`src/rtl/ssm_pkg.sv`:
```
package ssm_pkg;
  localparam int unsigned DATA_W   = 8;
  localparam int unsigned HALF_MAX = 16;

  typedef enum logic [1:0] {
    REG_CTRL = 2'd0,
    REG_STAT = 2'd1,
    REG_DATA = 2'd2
  } reg_sel_e;

  typedef struct packed {
    logic       irq_en;
    logic       enable;
    logic       wired_or;
    logic       master;
    logic       cpol;
    logic       cpha;
    logic [1:0] rate;
  } ctrl_t;

  // half period of the serial clock in system clocks
  function automatic int unsigned half_cycles(input logic [1:0] rate);
    case (rate)
      2'd0:    return 1;
      2'd1:    return 2;
      2'd2:    return 8;
      default: return 16;
    endcase
  endfunction
endpackage

```
`src/rtl/ssm_clk_div.sv`:
```
module ssm_clk_div
  import ssm_pkg::*;
#(
  parameter int unsigned HMAX = HALF_MAX
) (
  input  logic       clk_i,
  input  logic       rst_ni,
  input  logic       run_i,
  input  logic [1:0] rate_i,
  output logic       tick_o
);
  localparam int unsigned CW = (HMAX > 1) ? $clog2(HMAX) : 1;

  logic [CW-1:0] cnt_q;
  logic [CW-1:0] lim;

  assign lim    = CW'(half_cycles(rate_i) - 1);
  assign tick_o = run_i && (cnt_q == lim);

  always_ff @(posedge clk_i or negedge rst_ni) begin
    if (!rst_ni)                cnt_q <= '0;
    else if (!run_i || tick_o)  cnt_q <= '0;
    else                        cnt_q <= cnt_q + 1'b1;
  end


  tick_gap_chk: assert property (@(posedge clk_i) disable iff (!rst_ni)
    (tick_o && lim != '0) |=> (!tick_o || !$stable(rate_i)));
endmodule

```
`src/rtl/ssm_shifter.sv`:
```
module ssm_shifter
  import ssm_pkg::*;
#(
  parameter int unsigned W = DATA_W
) (
  input  logic         clk_i,
  input  logic         rst_ni,
  input  logic         start_i,
  input  logic [W-1:0] data_i,
  input  logic         cpha_i,
  input  logic         tick_i,
  input  logic         miso_i,
  output logic         busy_o,
  output logic         mosi_o,
  output logic         phase_o,
  output logic         done_o,
  output logic [W-1:0] rx_o
);
  localparam int unsigned EDGES = 2 * W;
  localparam int unsigned EW    = $clog2(EDGES);

  logic [EW-1:0] edg_q;
  logic [W-1:0]  tx_q, rx_q;
  logic          busy_q, ph_q, done_q;
  logic          odd, sample_now, shift_now, last;

  assign odd        = edg_q[0];
  assign sample_now = cpha_i ? odd : !odd;
  // phase 1 presents bit 7 on the first edge without shifting
  assign shift_now  = cpha_i ? (!odd && edg_q != '0) : odd;
  assign last       = edg_q == EW'(EDGES - 1);

  always_ff @(posedge clk_i or negedge rst_ni) begin
    if (!rst_ni) begin
      edg_q  <= '0;
      tx_q   <= '0;
      rx_q   <= '0;
      busy_q <= 1'b0;
      ph_q   <= 1'b0;
      done_q <= 1'b0;
    end else begin
      done_q <= 1'b0;
      if (start_i && !busy_q) begin
        busy_q <= 1'b1;
        tx_q   <= data_i;
        rx_q   <= '0;
        edg_q  <= '0;
        ph_q   <= 1'b0;
      end else if (busy_q && tick_i) begin
        ph_q  <= ~ph_q;
        edg_q <= last ? '0 : edg_q + 1'b1;
        if (sample_now) rx_q <= {rx_q[W-2:0], miso_i};
        if (shift_now)  tx_q <= {tx_q[W-2:0], 1'b0};
        if (last) begin
          busy_q <= 1'b0;
          done_q <= 1'b1;
        end
      end
    end
  end

  assign busy_o  = busy_q;
  assign mosi_o  = tx_q[W-1];
  assign phase_o = ph_q;
  assign done_o  = done_q;
  assign rx_o    = rx_q;


  edge_idle_chk: assert property (@(posedge clk_i) disable iff (!rst_ni)
    !busy_q |-> (edg_q == '0));

  phase_idle_chk: assert property (@(posedge clk_i) disable iff (!rst_ni)
    !busy_q |-> !ph_q);
endmodule

```
`src/rtl/sync_serial_master.sv`:
```
module sync_serial_master
  import ssm_pkg::*;
(
  input  logic       clk_i,
  input  logic       rst_ni,
  input  logic [1:0] addr_i,
  input  logic       wr_i,
  input  logic       rd_i,
  input  logic [7:0] wdata_i,
  output logic [7:0] rdata_o,
  output logic       sck_o,
  output logic       mosi_o,
  input  logic       miso_i,
  output logic       irq_o
);
  ctrl_t             ctrl_q;
  logic              done_q, wcol_q;
  logic [1:0]        arm_q;          // {done, wcol} seen by a status read
  logic [DATA_W-1:0] rxbuf_q;

  logic              busy, phase, tick, eng_done;
  logic [DATA_W-1:0] eng_rx;
  logic              sel_data, data_wr, data_acc, stat_rd, start, coll;

  assign sel_data = addr_i == REG_DATA;
  assign data_wr  = wr_i && sel_data;
  assign data_acc = (wr_i || rd_i) && sel_data;
  assign stat_rd  = rd_i && addr_i == REG_STAT;
  assign start    = data_wr && ctrl_q.enable && !busy;
  assign coll     = data_wr && ctrl_q.enable && busy;

  ssm_clk_div #(.HMAX(HALF_MAX)) u_div (
    .clk_i  (clk_i),
    .rst_ni (rst_ni),
    .run_i  (busy),
    .rate_i (ctrl_q.rate),
    .tick_o (tick)
  );

  ssm_shifter #(.W(DATA_W)) u_shift (
    .clk_i   (clk_i),
    .rst_ni  (rst_ni),
    .start_i (start),
    .data_i  (wdata_i),
    .cpha_i  (ctrl_q.cpha),
    .tick_i  (tick),
    .miso_i  (miso_i),
    .busy_o  (busy),
    .mosi_o  (mosi_o),
    .phase_o (phase),
    .done_o  (eng_done),
    .rx_o    (eng_rx)
  );

  always_ff @(posedge clk_i or negedge rst_ni) begin
    if (!rst_ni) begin
      ctrl_q  <= '0;
      done_q  <= 1'b0;
      wcol_q  <= 1'b0;
      arm_q   <= '0;
      rxbuf_q <= '0;
    end else begin
      if (wr_i && addr_i == REG_CTRL) ctrl_q <= ctrl_t'(wdata_i);
      if (stat_rd) arm_q <= {done_q, wcol_q};
      else if (data_acc) arm_q <= '0;
      done_q <= (done_q && !(data_acc && arm_q[1])) || eng_done;
      wcol_q <= (wcol_q && !(data_acc && arm_q[0])) || coll;
      if (eng_done) rxbuf_q <= eng_rx;
    end
  end

  always_comb begin
    case (addr_i)
      REG_CTRL: rdata_o = ctrl_q;
      REG_STAT: rdata_o = {done_q, wcol_q, 6'b0};
      REG_DATA: rdata_o = rxbuf_q;
      default:  rdata_o = '0;
    endcase
  end

  assign sck_o = ctrl_q.cpol ^ phase;
  assign irq_o = ctrl_q.irq_en && done_q;


  sck_idle_chk: assert property (@(posedge clk_i) disable iff (!rst_ni)
    !busy |-> (sck_o == ctrl_q.cpol));

  wcol_set_chk: assert property (@(posedge clk_i) disable iff (!rst_ni)
    (data_wr && ctrl_q.enable && busy) |=> (wcol_q && busy));

  done_src_chk: assert property (@(posedge clk_i) disable iff (!rst_ni)
    $rose(done_q) |-> !busy);

  no_start_chk: assert property (@(posedge clk_i) disable iff (!rst_ni)
    (data_wr && !ctrl_q.enable && !busy) |=> !busy);

  clear_arm_chk: assert property (@(posedge clk_i) disable iff (!rst_ni)
    $fell(done_q) |-> $past(data_acc));
endmodule

```
`config.mk`:
```
export PLATFORM = sky130hd
export DESIGN_NAME = sync_serial_master
export DESIGN_NICKNAME = d
export VERILOG_FILES = /design/src/rtl/ssm_pkg.sv /design/src/rtl/ssm_clk_div.sv /design/src/rtl/ssm_shifter.sv /design/src/rtl/sync_serial_master.sv
export SDC_FILE = /design/constraint.sdc
export NUM_CORES = 1
export LEC_CHECK = 0
export ABC_AREA = 1
export BUFFER_PORTS_ARGS = -buffer_cell sky130_fd_sc_hd__buf_2
export CORE_MARGIN = 5
export CORE_UTILIZATION = 57
export CTS_BUF_LIST = sky130_fd_sc_hd__clkbuf_8
export DETAILED_ROUTE_END_ITERATION = 8
export GPL_TIMING_DRIVEN = 0
export PLACE_DENSITY = 0.79
export SLEW_MARGIN = 20
export SYNTH_ARGS = -nofsm -noshare
export SYNTH_HDL_FRONTEND = slang
export SYNTH_SLANG_ARGS = --single-unit
```
`constraint.sdc`:
```
create_clock -name clk_i -period 2.4 [get_ports clk_i]
set_input_delay 0.36 -clock clk_i [delete_from_list [all_inputs] [get_ports clk_i]]
set_output_delay 0.36 -clock clk_i [all_outputs]
set_load 0.005 [all_outputs]
```
==> metrics.md, run 1 <==
| Metric | Value |
|---|---|
| Worst stage delay on the critical path | 440 ps |
| Initial Util | 58.9% |
| Top Layer Used | met4 |
| Final instance area | 0.00263 mm^2 |
| Detailed-route via count | 1,926 |
| GRT overflow | 0 |
| CP cell instances | inv_1 > nand3_1 > nand2_1 > nand3_1 > nor2_1 > nand2_1 > nand2_1 > nand2_1 |
| Post-synthesis sequential area ratio | 49.9% |
| Max IR drop VDD | 421 uV |
| Worst R2R End | u_shift.rx_o[6]$_DFFE_PN0P_ |
| Chip height | 74.3 um |
| Fin util | 65.7% |
| Count of cell types in the netlist | 27 |
| CTS sink count | 47 |
| CTS Hold Bufs | 0 |
| Clock slew seen by the registers of the worst setup and hold paths | 80 ps |
| Worst Setup Start Kind | register |
| Die area | 0.00552 mm^2 |
| GRT Overall Usage | 20.1% |
| DR vias/cell | 5.21 |
| Die width | 74.3 um |
| Crit path DAT | 1880 ps |
| Synth-to-layout area growth | 11.6% |
| RSZ-0062 raised after global routing | false |
| Number of max-cap violations | 0 |
| Status | complete, no violations |
| Post-cts resize count | 0 |
| HPWL after detailed placement | 3610 um |
| Placed Cells | 362 |
| Synthesized net count | 305 |
| Initial antenna violation count | 0 |
| Fraction of layout cells with a size suffix above 1 | 19.4% |
| PnR Total Power | 2.16 mW |
| FP Rows | 23 |
| CP delay by family, top | simple AND/OR/NAND/NOR gates |
| Slew @ Worst Pin | 587 ps |
| IO Pins | 26 |
| Vias in the first global route | 1,908 |
| Detailed Route WL | 4940 um |
| Worst setup EP type | register |
| Largest net degree at the start of global routing | 48 |
| Remaining DRCs | 0 |
| Final Max Slew Viols | 0 |
| Wirelength per Cell | 13.3 um |
| FF-to-FF Start | ctrl_q[1]$_DFFE_PN0P_ |
| Clock Path Buffers | 2 |
| Post-Synthesis Cells | 287 |
| Max_slew headroom | 60.9% |
| TritonRoute pass-1 iters | 4 |
| Initial DRC count | 142 |
| Clock Skew | 5.66 ps |
| DR WL met3 | 170 um |
| Final net count | 337 |
| Max Fclk | 0.595 GHz |
| Pleak | 1.48 nW |
| Seq cells post-synth | 47 |
| Final ANT Viol Nets | 0 |
| Hold Path Class | input pin to asynchronous set/reset pin |
| CTS tree | yes |
| Ant. Diodes | 0 |
| First-pass GRT wire length | 8450 um |
| Clk root buf | clkbuf_8 |
| Syn_area_per_cell | 8.20 um^2 |
| Reg2Reg Depth | 8 |
| Max H-tree Level | 2 |
| Flop-to-flop setup slack | 720 ps |
| Setup CP Type | register to register |
| Final Critical Period | 1680 ps |
| Setup TNS | 0 ps |
| YS warnings | 0 |
| Met1 WL | 2260 um |
| Tcrit/Tclk final | 70.0% |
| Fin. Hold Viols | 0 |
| Setup slack after layout | 720 ps |
| CP required | 2600 ps |
| Met2 routed wirelength | 2410 um |
| Core Footprint | 0.00400 mm^2 |
| Synthesized area | 0.00235 mm^2 |
| Worst Path Max Fanout | 8 |
| Pre-CTS WS | 771 ps |
| Number of port buffers | 25 |
| Worst path buffer plus inverter count | 1 |
| Global placer's final weighted congestion | 0.818 |
| CTS Buf Count | 5 |
| Worst Hold Margin | 48.8 ps |
| Fin cells | 370 |
| Setup Fix Bufs, Post-CTS | 0 |
| Clk_lat worst skew | 300 ps |
| Cell Pwr Density | 821 mW/mm^2 |
| Most used cell, CP | nand2_1 |
| Final Setup Violations | 0 |
| Placed cell area | 0.00254 mm^2 |
| Worst path slowest cell | dfrtp_1 |
## synth_stat cells (all sizes together)
library cell  count  area [um^2]
a21oi             5         25.0
buf               5         40.0
clkbuf            2         7.51
dfrtp            47         1180
ha                3         37.5
inv              38          143
mux2              5         56.3
nand2            99          402
nand3            27          145
nand3b            1         7.51
nand4             8         50.1
nor2             18         86.3
o21ai            16         80.1
o21bai            2         15.0
o221ai            2         17.5
o22ai             5         31.3
xnor2             1         8.76
xor2              3         26.3
## flip-flops by register name, indices dropped and copies added, names as in the netlist, 2 cells and up
| signal | count |
|---|---|
| ctrl_q | 8 |
| rxbuf_q | 8 |
| u_shift.rx_o | 8 |
| u_shift.tx_q | 8 |
| u_div.cnt_q | 4 |
| u_shift.edg_q | 4 |
| arm_q | 2 |
## area by class of cell
cell class | instances | area (um^2)
Inverter | 38 | 143
Timing Repair Buffer | 25 | 128
Fill cell | 344 | 1370
Clock inverter | 3 | 15.0
Tap cell | 50 | 62.6
Clock buffer | 5 | 68.8
Multi-Input combinational cell | 195 | 988
Sequential cell | 47 | 1180
Buffer | 7 | 47.5
## layout by cell type, fill, tap and decap left out, types with 5 or more instances in the layout
cell type / count
nand2_2: 6
o21ai_0: 15
nand4_1: 8
mux2_2: 5
inv_1: 31
dfrtp_1: 47
nand3_1: 25
nand2_1: 91
a21oi_1: 5
buf_2: 26
clkbuf_8: 5
nor2_1: 16
o22ai_1: 5
inv_2: 7
## per-layer routing
metal / global-route usage (%) / vias to the layer above
met5: 0 / -
met2: 32.6 / 36
met3: 3.11 / 10
met4: 10.3 / 0
li1: - / 979
met1: 26.4 / 901
## power by group
group | internal, mW | switching, mW
Combinational | 0.244 | 0.396
Sequential | 0.931 | 0.127
Clock | 0.200 | 0.260
## kinds of logic (layout without fill, tap and decap cells)
family / Yosys count / in the layout / synth area share (%)
flip-flops: 47 / 47 / 49.9
AND/OR/NAND/NOR: 153 / 153 / 29.3
XOR/XNOR: 4 / 4 / 1.49
AO/OA/AOI/OAI: 30 / 30 / 7.17
multiplexers: 5 / 5 / 2.39
buffers and inverters: 45 / 78 / 8.08
adder cells (fa/ha/maj): 3 / 3 / 1.59
## worst max path at each step
stage | start | endpoint | slack (ps) | cells after the start
after floorplan | u_shift.edg_q[0]$_DFFE_PN0P_ | u_shift.rx_o[0]$_DFFE_PN0P_ | 1070 | 6
after global placement | u_shift.edg_q[0]$_DFFE_PN0P_ | u_shift.rx_o[5]$_DFFE_PN0P_ | 740 | 6
after detailed placement | u_shift.edg_q[0]$_DFFE_PN0P_ | u_shift.rx_o[2]$_DFFE_PN0P_ | 770 | 6
after CTS | u_shift.edg_q[0]$_DFFE_PN0P_ | u_shift.rx_o[2]$_DFFE_PN0P_ | 740 | 6
after global routing | u_shift.edg_q[0]$_DFFE_PN0P_ | u_shift.rx_o[0]$_DFFE_PN0P_ | 550 | 6
final | ctrl_q[1]$_DFFE_PN0P_ | u_shift.rx_o[6]$_DFFE_PN0P_ | 720 | 8
(Power assumes the default switching activity.)
==> inputs of run 2 (changes only) <==
Clock period 2.4 ns to 1.7 ns, I/O delays scaled along.
==> metrics.md, run 2 (synthesized netlist as in run 1, its figures left out) <==
| Metric | Value |
|---|---|
| Crit path depth | 8 (unchanged) |
| Cell Pwr Density | 1160 mW/mm^2 (+41%) |
| Hold Path Class | input pin to register |
| Die width | 74.3 um (unchanged) |
| Die area | 0.00552 mm^2 (unchanged) |
| Core Footprint | 0.00400 mm^2 (unchanged) |
| Tcrit/Tclk final | 91.4% (+21 points) |
| Final net count | 338 (+0.30%) |
| Worst setup EP type | register |
| Global placer's final weighted congestion | 0.818 (unchanged) |
| Number of max-cap violations | 0 (unchanged) |
| CP delay by family, top | simple AND/OR/NAND/NOR gates |
| Reg2Reg Depth | 8 (unchanged) |
| Final Max Slew Viols | 0 (unchanged) |
| Fraction of layout cells with a size suffix above 1 | 20.2% (+0.87 points) |
| Pre-CTS WS | 71.0 ps (-700 ps) |
| Commonest non-fill, non-tap cells in the layout | nand2_1 (90), dfrtp_1 (47), inv_1 (31), nand3_1 (25), buf_2 (25) |
| HPWL after detailed placement | 3610 um (unchanged) |
| Filler instances | 343 (-0.29%) |
| Clock Path Buffers | 2 (unchanged) |
| Worst Setup Start Kind | register |
| Most common cell after layout, fill and taps aside | nand2_1 |
| Worst path buffer plus inverter count | 2 (+1) |
| Worst Path Max Fanout | 10 (+2) |
| Initial DRC count | 147 (+3.5%) |
| Pleak | 1.48 nW (+0.29%) |
| CP required | 1940 ps (-660 ps) |
| Initial antenna violation count | 0 (unchanged) |
| Ant. Diodes | 0 (unchanged) |
| DR vias/cell | 5.20 (-0.11%) |
| GRT Overall Usage | 20.1% (unchanged) |
| Initial Util | 58.9% (unchanged) |
| FF-to-FF Start | ctrl_q[1]$_DFFE_PN0P_ |
| Most used cell, CP | nand2_1 |
| Worst R2R End | u_shift.tx_q[2]$_DFFE_PN0P_ |
| Remaining DRCs | 0 (unchanged) |
| Final Critical Period | 1550 ps (-127 ps) |
| CP cell instances | inv_1 > nand3_1 > nand2_1 > nand3_1 > nand2_1 > clkbuf_4 > nand4_1 > nand2_1 |
| Crit path DAT | 1790 ps (-90 ps) |
| Worst stage delay on the critical path | 440 ps (about the same) |
| Max_slew headroom | 60.7% (-0.15 points) |
| Slew @ Worst Pin | 590 ps (+2.31 ps) |
| Wirelength per Cell | 13.4 um (+0.78%) |
| Setup CP Type | register to register |
| PnR Total Power | 3.07 mW (+42%) |
| TritonRoute pass-1 iters | 4 (unchanged) |
| Detailed Route WL | 4990 um (+1.1%) |
| Largest net degree at the start of global routing | 48 (unchanged) |
| Max Fclk | 0.644 GHz (+8.2%) |
| Fin. Hold Viols | 0 (unchanged) |
| Final Setup Violations | 0 (unchanged) |
| Worst Hold Margin | 209 ps (+161 ps) |
| RSZ-0062 raised after global routing | true |
| CTS tree | yes |
| Flop-to-flop setup slack | 150 ps (-570 ps) |
| Setup Fix Bufs, Post-CTS | 0 (unchanged) |
| Worst path slowest cell | dfrtp_1 |
| FP Rows | 23 (unchanged) |
| Clk_lat worst skew | 300 ps (about the same) |
| Max H-tree Level | 2 (unchanged) |
| IO Pins | 26 (unchanged) |
| GRT overflow | 0 (unchanged) |
| Status | complete, no violations |
| Vias in the first global route | 1,908 (unchanged) |
| CTS Buf Count | 5 (unchanged) |
| Endpoint of the worst hold path | ctrl_q[6]$_DFFE_PN0P_ |
| Final ANT Viol Nets | 0 (unchanged) |
| Hold Path Stages | 2 |
| Number of port buffers | 25 (unchanged) |
| Chip height | 74.3 um (unchanged) |
| Detailed-route via count | 1,929 (+0.16%) |
| Hold_sp | wdata_i[6] |
| CTS sink count | 47 (unchanged) |
| Fin util | 66.2% (+0.50 points) |
| First-pass GRT wire length | 8450 um (unchanged) |
| Clock slew seen by the registers of the worst setup and hold paths | 80 ps (about the same) |
| Setup slack after layout | 146 ps (-573 ps) |
| Max IR drop VDD | 603 uV (+43%) |
| Clock Skew | 5.21 ps (-0.451 ps) |
| Synth-to-layout area growth | 12.5% |
| Clk root buf | clkbuf_8 |
-- run 2: worst max path at each step --
stage,startpoint,to,slack (ps)
2_1_floorplan,u_shift.edg_q[0]$_DFFE_PN0P_,u_shift.rx_o[0]$_DFFE_PN0P_,370
3_3_place_gp,u_shift.edg_q[0]$_DFFE_PN0P_,u_shift.rx_o[5]$_DFFE_PN0P_,40
3_5_place_dp,u_shift.edg_q[0]$_DFFE_PN0P_,u_shift.rx_o[2]$_DFFE_PN0P_,70
4_1_cts,u_shift.edg_q[0]$_DFFE_PN0P_,u_shift.rx_o[2]$_DFFE_PN0P_,40
5_1_grt,ctrl_q[1]$_DFFE_PN0P_,u_shift.tx_q[2]$_DFFE_PN0P_,-20
6_report,ctrl_q[1]$_DFFE_PN0P_,u_shift.tx_q[2]$_DFFE_PN0P_,150
-- run 2: final cells by class --
| type | instances | area, um^2 | share of cell area (%) |
|---|---|---|---|
| buffer | 7 | 50.0 | 1.89 |
| clock buffer | 5 | 68.8 | 2.60 |
| clock inverter | 3 | 15.0 | 0.567 |
| inverter | 38 | 143 | 5.38 |
| multi-input combinational | 195 | 996 | 37.6 |
| sequential | 47 | 1180 | 44.4 |
| tap | 50 | 62.6 | 2.36 |
| timing repair buffer | 26 | 138 | 5.20 |
-- run 2: where the power goes --
part	internal (mW)	leakage, nW	switching, mW	total [mW]
registers	1.31	0.608	0.179	1.49
clock network	0.282	0.0477	0.368	0.649
logic	0.355	0.827	0.569	0.924
-- run 2: through the flow --
step	std cells	TNS, ps	instance area [um^2]
2_1_floorplan	287	0	2350
3_3_place_gp	362	0	2540
3_5_place_dp	362	0	2540
4_1_cts	370	0	2630
5_1_grt	371	-23.3	2650
6_report	371	0	2650
-- run 2: layer usage --
layer,wire length (um),up-vias,GRT usage (%)
met3,196,10,3.11
met5,0,-,0
met1,2220,897,26.4
met4,99,0,10.3
met2,2470,39,32.6
li1,-,983,-
-- run 2: timing repair --
| action | 4_1_cts | 5_1_grt |
|---|---|---|
| gates resized for setup | 0 | 4 |
| endpoints found under the setup margin | 0 | 14 |
| hold buffers | 0 | 1 |
| hold endpoints to repair | 0 | 15 |
